**src/rtl/sram_ctrl_pkg.sv**
```systemverilog
package sram_ctrl_pkg;
  typedef enum logic [2:0] {
    ST_IDLE, ST_RD, ST_TURN, ST_WR_SU, ST_WR_PW, ST_WR_END
  } ctrl_state_e;

  function automatic int unsigned max4(int unsigned a, int unsigned b,
                                       int unsigned c, int unsigned d);
    int unsigned m;
    m = a;
    if (b > m) m = b;
    if (c > m) m = c;
    if (d > m) m = d;
    return m;
  endfunction
endpackage

```
**src/rtl/sram_phase_timer.sv**
```systemverilog
module sram_phase_timer #(
  parameter int unsigned CNT_W = 4
) (
  input  logic             clk_i,
  input  logic             rst_ni,
  input  logic             load_i,
  input  logic [CNT_W-1:0] load_val_i,
  output logic             done_o
);
  logic [CNT_W-1:0] cnt_q;

  always_ff @(posedge clk_i or negedge rst_ni) begin
    if (!rst_ni)             cnt_q <= '0;
    else if (load_i)         cnt_q <= load_val_i;
    else if (cnt_q != '0)    cnt_q <= cnt_q - 1'b1;
  end

  assign done_o = (cnt_q == '0);


  tmr_hold_chk: assert property (@(posedge clk_i) disable iff (!rst_ni)
    (done_o && !load_i) |=> done_o);
endmodule

```
**src/rtl/sram_lane_sel.sv**
```systemverilog
module sram_lane_sel #(
  parameter int unsigned LANES  = 2,
  parameter int unsigned DATA_W = 16
) (
  input  logic [LANES-1:0]  be_i,
  output logic [LANES-1:0]  sel_no,
  output logic [DATA_W-1:0] bit_mask_o
);
  localparam int unsigned LANE_W = DATA_W / LANES;

  assign sel_no = ~be_i;

  for (genvar l = 0; l < LANES; l++) begin : g_lane
    assign bit_mask_o[l*LANE_W +: LANE_W] = {LANE_W{be_i[l]}};
  end
endmodule

```
**src/rtl/sram_rd_capture.sv**
```systemverilog
module sram_rd_capture #(
  parameter int unsigned DATA_W = 16
) (
  input  logic              clk_i,
  input  logic              rst_ni,
  input  logic              cap_i,
  input  logic [DATA_W-1:0] mask_i,
  input  logic [DATA_W-1:0] data_i,
  output logic              rsp_valid_o,
  output logic [DATA_W-1:0] rsp_data_o
);
  always_ff @(posedge clk_i or negedge rst_ni) begin
    if (!rst_ni) begin
      rsp_valid_o <= 1'b0;
      rsp_data_o  <= '0;
    end else begin
      rsp_valid_o <= cap_i;
      if (cap_i) rsp_data_o <= data_i & mask_i;
    end
  end
endmodule

```
**src/rtl/sram_lane_ctrl.sv**
```systemverilog
module sram_lane_ctrl
  import sram_ctrl_pkg::*;
#(
  parameter int unsigned ADDR_W    = 16,
  parameter int unsigned DATA_W    = 16,
  parameter int unsigned LANES     = 2,
  parameter int unsigned RD_CYC    = 3,
  parameter int unsigned WR_SU_CYC = 1,
  parameter int unsigned WR_PW_CYC = 2,
  parameter int unsigned TURN_CYC  = 1
) (
  input  logic              clk_i,
  input  logic              rst_ni,
  input  logic              req_valid_i,
  output logic              req_ready_o,
  input  logic              req_write_i,
  input  logic [ADDR_W-1:0] req_addr_i,
  input  logic [DATA_W-1:0] req_wdata_i,
  input  logic [LANES-1:0]  req_be_i,
  output logic              rsp_valid_o,
  output logic [DATA_W-1:0] rsp_rdata_o,
  output logic [ADDR_W-1:0] sram_addr_o,
  output logic              sram_ce_no,
  output logic              sram_we_no,
  output logic              sram_oe_no,
  output logic [LANES-1:0]  sram_bs_no,
  output logic [DATA_W-1:0] sram_dq_o,
  output logic              sram_dq_oe_o,
  input  logic [DATA_W-1:0] sram_dq_i
);
  localparam int unsigned MAX_C = max4(RD_CYC, WR_SU_CYC, WR_PW_CYC, TURN_CYC);
  localparam int unsigned CNT_W = (MAX_C < 2) ? 1 : $clog2(MAX_C);

  ctrl_state_e       state_q;
  logic [ADDR_W-1:0] addr_q;
  logic [LANES-1:0]  be_q;
  logic [DATA_W-1:0] dq_q;
  logic              ce_n_q, we_n_q, oe_n_q, dq_oe_q;

  logic              accept, zero_mask, tmr_done, tmr_load, cap;
  logic [CNT_W-1:0]  tmr_val;
  logic [DATA_W-1:0] lane_mask, cap_mask;

  assign req_ready_o = (state_q == ST_IDLE);
  assign accept      = req_valid_i && req_ready_o;
  assign zero_mask   = (req_be_i == '0);

  always_comb begin
    tmr_load = 1'b0;
    tmr_val  = '0;
    unique case (state_q)
      ST_IDLE: if (accept && !zero_mask) begin
        tmr_load = 1'b1;
        tmr_val  = req_write_i ? CNT_W'(WR_SU_CYC - 1) : CNT_W'(RD_CYC - 1);
      end
      ST_RD:    if (tmr_done) begin tmr_load = 1'b1; tmr_val = CNT_W'(TURN_CYC - 1);  end
      ST_WR_SU: if (tmr_done) begin tmr_load = 1'b1; tmr_val = CNT_W'(WR_PW_CYC - 1); end
      default: ;
    endcase
  end

  sram_phase_timer #(.CNT_W(CNT_W)) u_tmr (
    .clk_i, .rst_ni, .load_i(tmr_load), .load_val_i(tmr_val), .done_o(tmr_done)
  );

  sram_lane_sel #(.LANES(LANES), .DATA_W(DATA_W)) u_sel (
    .be_i(be_q), .sel_no(sram_bs_no), .bit_mask_o(lane_mask)
  );

  // capture at end of read window, or return zero at once for an empty mask
  assign cap      = ((state_q == ST_RD) && tmr_done) ||
                    (accept && zero_mask && !req_write_i);
  assign cap_mask = (state_q == ST_RD) ? lane_mask : '0;

  sram_rd_capture #(.DATA_W(DATA_W)) u_cap (
    .clk_i, .rst_ni, .cap_i(cap), .mask_i(cap_mask), .data_i(sram_dq_i),
    .rsp_valid_o, .rsp_data_o(rsp_rdata_o)
  );

  always_ff @(posedge clk_i or negedge rst_ni) begin
    if (!rst_ni) begin
      state_q <= ST_IDLE;
      addr_q  <= '0;
      be_q    <= '0;
      dq_q    <= '0;
      ce_n_q  <= 1'b1;
      we_n_q  <= 1'b1;
      oe_n_q  <= 1'b1;
      dq_oe_q <= 1'b0;
    end else begin
      unique case (state_q)
        ST_IDLE: if (accept && !zero_mask) begin
          addr_q <= req_addr_i;
          be_q   <= req_be_i;
          ce_n_q <= 1'b0;
          if (req_write_i) begin
            dq_q    <= req_wdata_i;
            dq_oe_q <= 1'b1;
            state_q <= ST_WR_SU;
          end else begin
            oe_n_q  <= 1'b0;
            state_q <= ST_RD;
          end
        end
        ST_RD: if (tmr_done) begin
          ce_n_q  <= 1'b1;
          oe_n_q  <= 1'b1;
          be_q    <= '0;
          state_q <= ST_TURN;
        end
        ST_TURN: if (tmr_done) state_q <= ST_IDLE;
        ST_WR_SU: if (tmr_done) begin
          we_n_q  <= 1'b0;
          state_q <= ST_WR_PW;
        end
        ST_WR_PW: if (tmr_done) begin
          we_n_q  <= 1'b1;
          state_q <= ST_WR_END;
        end
        ST_WR_END: begin
          ce_n_q  <= 1'b1;
          be_q    <= '0;
          dq_oe_q <= 1'b0;
          state_q <= ST_IDLE;
        end
        default: state_q <= ST_IDLE;
      endcase
    end
  end

  assign sram_addr_o  = addr_q;
  assign sram_ce_no   = ce_n_q;
  assign sram_we_no   = we_n_q;
  assign sram_oe_no   = oe_n_q;
  assign sram_dq_o    = dq_q;
  assign sram_dq_oe_o = dq_oe_q;


  idle_quiet_chk: assert property (@(posedge clk_i) disable iff (!rst_ni)
    req_ready_o |-> (sram_ce_no && sram_we_no && sram_oe_no && !sram_dq_oe_o
                     && (sram_bs_no == '1)));

  no_contention_chk: assert property (@(posedge clk_i) disable iff (!rst_ni)
    !sram_oe_no |-> !sram_dq_oe_o);

  drv_gap_chk: assert property (@(posedge clk_i) disable iff (!rst_ni)
    $rose(sram_dq_oe_o) |-> $past(sram_oe_no));

  we_pulse_chk: assert property (@(posedge clk_i) disable iff (!rst_ni)
    !sram_we_no |-> (!sram_ce_no && sram_dq_oe_o && sram_oe_no));

  we_hold_chk: assert property (@(posedge clk_i) disable iff (!rst_ni)
    $rose(sram_we_no) |-> (!sram_ce_no && sram_dq_oe_o));

  rsp_released_chk: assert property (@(posedge clk_i) disable iff (!rst_ni)
    rsp_valid_o |-> (sram_ce_no && sram_oe_no));
endmodule

```
**config.mk**
```make
export PLATFORM = sky130hd
export DESIGN_NAME = sram_lane_ctrl
export DESIGN_NICKNAME = d
export VERILOG_FILES = /design/src/rtl/sram_ctrl_pkg.sv /design/src/rtl/sram_phase_timer.sv /design/src/rtl/sram_lane_sel.sv /design/src/rtl/sram_rd_capture.sv /design/src/rtl/sram_lane_ctrl.sv
export SDC_FILE = /design/constraint.sdc
export NUM_CORES = 1
export LEC_CHECK = 0
export ABC_AREA = 1
export BUFFER_PORTS_ARGS = -buffer_cell sky130_fd_sc_hd__clkbuf_2
export CORE_MARGIN = 4
export CORE_UTILIZATION = 51
export CTS_BUF_LIST = sky130_fd_sc_hd__clkbuf_8
export DETAILED_ROUTE_END_ITERATION = 6
export GPL_ROUTABILITY_DRIVEN = 0
export GPL_TIMING_DRIVEN = 0
export PLACE_DENSITY = 0.93
export RECOVER_POWER = 100
export SYNTH_ARGS = -nofsm -noshare
export SYNTH_HDL_FRONTEND = slang
export SYNTH_SLANG_ARGS = --single-unit
export TNS_END_PERCENT = 10
```
**constraint.sdc**
```tcl
create_clock -name clk_i -period 3.43 [get_ports clk_i]
set_input_delay 1.029 -clock clk_i [delete_from_list [all_inputs] [get_ports clk_i]]
set_output_delay 1.029 -clock clk_i [all_outputs]
set_load 0.01 [all_outputs]
```
# ---- After elaboration in Yosys (flattened, before gate mapping)
# Cells that the tools add are included.
dict set report classes {
  n_reduce_logical 25
  eq_ne 12
  n_bitwise 2
  n_addsub 1
  n_mux 31
}
# op count
set op_table {}
lappend op_table {{bitwise AND 16 bit} 1}
lappend op_table {{two-way mux 16 bit} 1}
lappend op_table {{two-way mux 3 bit} 5}
lappend op_table {{one-hot mux 3 bit (5 select lines)} 1}
lappend op_table {{two-way mux 2 bit} 7}
lappend op_table {{AND reduction 3 bit} 4}
lappend op_table {{two-way mux 1 bit} 10}
lappend op_table {{!= test 2 bit, second input constant} 5}
lappend op_table {{nonzero test 2 bit} 5}
lappend op_table {{one-hot mux 1 bit (2 select lines)} 4}
lappend op_table {{equality test 3 x 2 -> 1 bit, second input constant} 2}
lappend op_table {{equality test 3 bit, second input constant} 2}
lappend op_table {{one-hot mux 2 bit (3 select lines)} 1}
lappend op_table {{logical AND 1 bit} 5}
lappend op_table {{AND reduction 5 bit} 1}
lappend op_table {{zero test 2 bit} 2}
lappend op_table {{!= test 2 x 1 -> 1 bit, second input constant} 2}
lappend op_table {{one-hot mux 2 bit (2 select lines)} 1}
lappend op_table {{AND reduction 4 bit} 1}
lappend op_table {{equality test 3 x 1 -> 1 bit, second input constant} 1}
lappend op_table {{zero test 3 bit} 1}
lappend op_table {{one-hot mux 1 bit (3 select lines)} 1}
lappend op_table {{nonzero test 3 bit} 1}
lappend op_table {{zero test 1 bit} 2}
lappend op_table {{other kinds (5)} 5}
dict set report word_totals {
  reg_bits 60
  word_cells 82
  inputBits 54
  output_inout_bits 56
}

# ---- Logic depth before layout (Yosys ltp)
dict set report logic_depth {
  depth_word 6
  ltp_mapped 9
}

# ---- By module
# Synthesis repeated with hierarchy kept, for this count alone.
dict set report unflattened {
  hier_cells 343
  hier_area_um2 2877.8
}
# mod cells_per_inst area_each_um2 n_inst seq_area_each_um2
set modules_own_cells {}
lappend modules_own_cells {sram_lane_ctrl 239 1925.6 1 1029.7}
lappend modules_own_cells {sram_rd_capture 69 704.4 1 425.4}
lappend modules_own_cells {sram_lane_sel 18 127.6 1 0.0}
lappend modules_own_cells {sram_phase_timer 17 120.1 1 50.0}

# ---- Worst setup path before layout
# Ideal clock, no wire load.
dict set report synth_timing {
  path_type {input to register}
  from {input port req_be_i[0]}
  to {register dq_q[10] (netlist: sram_dq_o[10])}
  n_path_buf 1
  path_slack_ps 1548
  cell_stages 8
  arrival_ps 1765
  required_time_ps 3313
  path_cell_list {nor2_1 -> nor2_1 -> nand2_4 -> nor2_8 -> inv_2 -> buf_6 -> nand2_1 -> nand2_1}
}
dict set report synth_via {
  elab_chain_len 4
}
# element line_no
set synth_rtl {}
lappend synth_rtl {{start: declaration} sram_lane_ctrl.sv:19} ;# input logic [LANES-1:0] req_be_i,
lappend synth_rtl {{zero test 2 bit} sram_lane_ctrl.sv:46} ;# assign zero_mask = (req_be_i == '0);
lappend synth_rtl {{zero test 1 bit} sram_lane_ctrl.sv:92} ;# ST_IDLE: if (accept && !zero_mask) begin
lappend synth_rtl {{logical AND 1 bit} sram_lane_ctrl.sv:92}
lappend synth_rtl {{AND reduction 3 bit (no source line)} -}
lappend synth_rtl {{end signal: assignment} sram_lane_ctrl.sv:97} ;# dq_q <= req_wdata_i;
lappend synth_rtl {{end: declaration} sram_lane_ctrl.sv:37} ;# logic [DATA_W-1:0] dq_q;
# Every way passes these cells.
# A chain may end at the register's enable or synchronous reset.

# ---- Final worst setup path
dict set report layout_timing {
  from {input port req_be_i[0]}
  to {register dq_q[12] (netlist: sram_dq_o[12])}
}
# The elaborated chain is that of the path after synthesis.

==> run summary <==
Synth cell types -> 22
Final Hold Vio Count -> 0
Int Pwr -> 1740 uW
number of synthesized flops with an enable pin -> 0
Nets -> 492
core area -> 0.00507 mm^2
CP startpoint kind -> primary input
syn_nets -> 372
RSZ-0062 raised after global routing -> no
via-per-instance ratio -> 4.72
H-tree depth -> 3
CTS Buffer Depth -> 2
leading cell types by count after synthesis -> nand2_1, dfrtp_1, inv_1
Setup Total Neg Slack -> 0 ps
IO Count -> 110
peak supply drop -> 0.000427 V
WL final -> 6180 um
Total Die Area -> 0.00644 mm^2
critical path peak fanout -> 10
Setup crit end kind -> flop
# hold bufs at CTS -> 0
Synth Area per Inst -> 8.40 um^2
switching part of the total -> 40.8%
combinational share of power -> 39.8%
DR vias -> 2405
Util after Layout -> 65.7%
Yosys reg bits -> 60
clk_lat worst skew -> 320 ps
Synth area leader -> dfrtp_1
number of global-route vias before repair -> 2284
Iter 0 DRT Violations -> 52
async set or reset register ratio after synthesis -> 100%
Core Rows -> 26
setup ws final -> 936 ps
crit path kind -> in -> reg
clock root cell -> clkbuf_8
first-pass GRT wire length -> 9830 um
initial antenna violation count -> 0
Hold/Removal Path Class -> reg -> reg
Slew headroom -> 4.57%
final worst path period share -> 72.7%
Clock power frac -> 19.1%
CTS clk-pin slew, worst paths -> 60 ps
post-DR wirelength/cell -> 12.1 um
most area-consuming cells after synthesis -> dfrtp_1, nand2_1, nand3_1
crit path DAT -> 2700 ps
pin count of the biggest net entering global routing -> 61
Max Cap Viol -> 0
outcome -> finished, final reports clean
sequential fraction of the synthesis area -> 56.5%
# DRC -> 0
clk sink count -> 60
final setup fails -> 0
FILL cells -> 448
Port Buffers -> 109
Power Density -> 880 mW/mm^2
total number of yosys warnings -> 0
Num CTS Buffers -> 9
GRT Total Usage -> 19.7%
top-count cell post-synth -> nand2_1
Die W -> 80.3 um
DP Worst Slack -> 1280 ps
minimum clock period -> 2490 ps
Post-CTS Setup Repair Bufs -> 0
cts repair resizes -> 0
Area growth syn-to-layout -> 25.3%
Worst Skew -> 8.63 ps
area share of the largest cell type after synthesis -> 53.6%
Initial Utilization -> 52.5%
layout cells sized above 1 -> 18.6%
Chip Height -> 80.3 um
required time of the critical path -> 3630 ps
Overflow after GRT -> 0
P_sw -> 1200 uW
post-route ant nets -> 0
mapped cell area -> 0.00266 mm^2
CTS tree -> done
actual slew at the worst max-slew pin -> 1430 ps
max frequency -> 0.401 GHz
Flop pwr share -> 41.1%
number of antenna diodes -> 0
main flop type after synthesis -> dfrtp_1
DRT Pass-1 Iters -> 5
Pins Over Slew Limit -> 0
Post-DP HPWL -> 4560 um
Leakage -> 0.00190 uW
synthesized instance count -> 317
-- worst max-delay path, stage by stage --
cell	delay [ps]
clkbuf_1	110
nor2_1	70
nor2_1	170
nand2_4	80
nor2_1	490
inv_1	260
clkbuf_1	290
nand2_1	130
nand2_1	60
-- path summary, 6_finish.rpt --
path                             start  slack, ps             endpoint  cells past startpoint
setup / recovery           req_be_i[0]        940        sram_dq_o[12]                      9
hold / removal              sram_oe_no        460           sram_oe_no                      2
setup reg to reg            state_q[1]       1220        sram_dq_o[12]                      9
hold reg to reg             sram_oe_no        460           sram_oe_no                      2
max in group asynchronous       rst_ni       1540              be_q[1]                      1
min in group asynchronous       rst_ni       1040  u_cap.rsp_data_o[2]                      1
-- area by class of cell --
cell class | instances | area (um^2) | share of cell area, %
Clock inverter | 2 | 11.3 | 0.338
Timing Repair Buffer | 109 | 474 | 14.2
Buffer | 8 | 47.5 | 1.43
Inverter | 29 | 109 | 3.26
Clock buffer | 12 | 165 | 4.95
Sequential cell | 60 | 1510 | 45.1
Multi-Input combinational cell | 220 | 936 | 28.1
Tap cell | 70 | 87.6 | 2.63
-- metal layers --
metal	part of all wire (%)	vias to the layer above	global-route usage (%)	routed length, um
met5	0	-	0	0
met4	1.5	0	8.95	95
met3	8.9	10	5.38	549
met2	45	102	33.2	2780
met1	45	1093	23.5	2760
li1	-	1200	-	-
-- kinds of logic (layout without fill, tap and decap cells) --
group,Yosys count,after routing,share of synthesized area [%]
flops,60,60,56.5
buf+inv,37,160,6.58
simple gates,210,210,34.6
compound gates,9,9,1.83
fa+ha+maj,1,1,0.470
-- sequential cells by signal, indices dropped and copies added, names as in the netlist, 2 cells and up --
register and cells:
be_q 2, sram_addr_o 16, sram_dq_o 16, state_q 3, u_cap.rsp_data_o 16, u_tmr.cnt_q 2
-- power by group through the flow --
stage	sequential [uW]	clock, uW	combinational [uW]
floorplan	1330	0	675
global placement	1200	0	1250
detailed placement	1220	0	1290
CTS	1210	572	1300
global route	1240	607	1330
finish	1210	560	1170
-- stage by stage --
stage / std cells / hold slack [ps] / instance area [um^2] / power, uW
3_5_place_dp: 496 / 455 / 3300 / 2510
2_1_floorplan: 317 / 468 / 2660 / 2000
6_report: 510 / 462 / 3340 / 2940
4_1_cts: 510 / 464 / 3470 / 3080
3_3_place_gp: 496 / 452 / 3300 / 2450
5_1_grt: 510 / 472 / 3340 / 3180
-- placed cells by master (no fill, tap or decap), types with 3 or more instances in the layout --
master,n
clkbuf_1,60
clkbuf_2,52
inv_1,28
nor2_1,25
nand3_1,21
dfrtp_1,57
nand2_1,155
clkbuf_8,12
o21ai_0,6
dfstp_2,3
nand2_4,3
(Power assumes the default switching activity.)
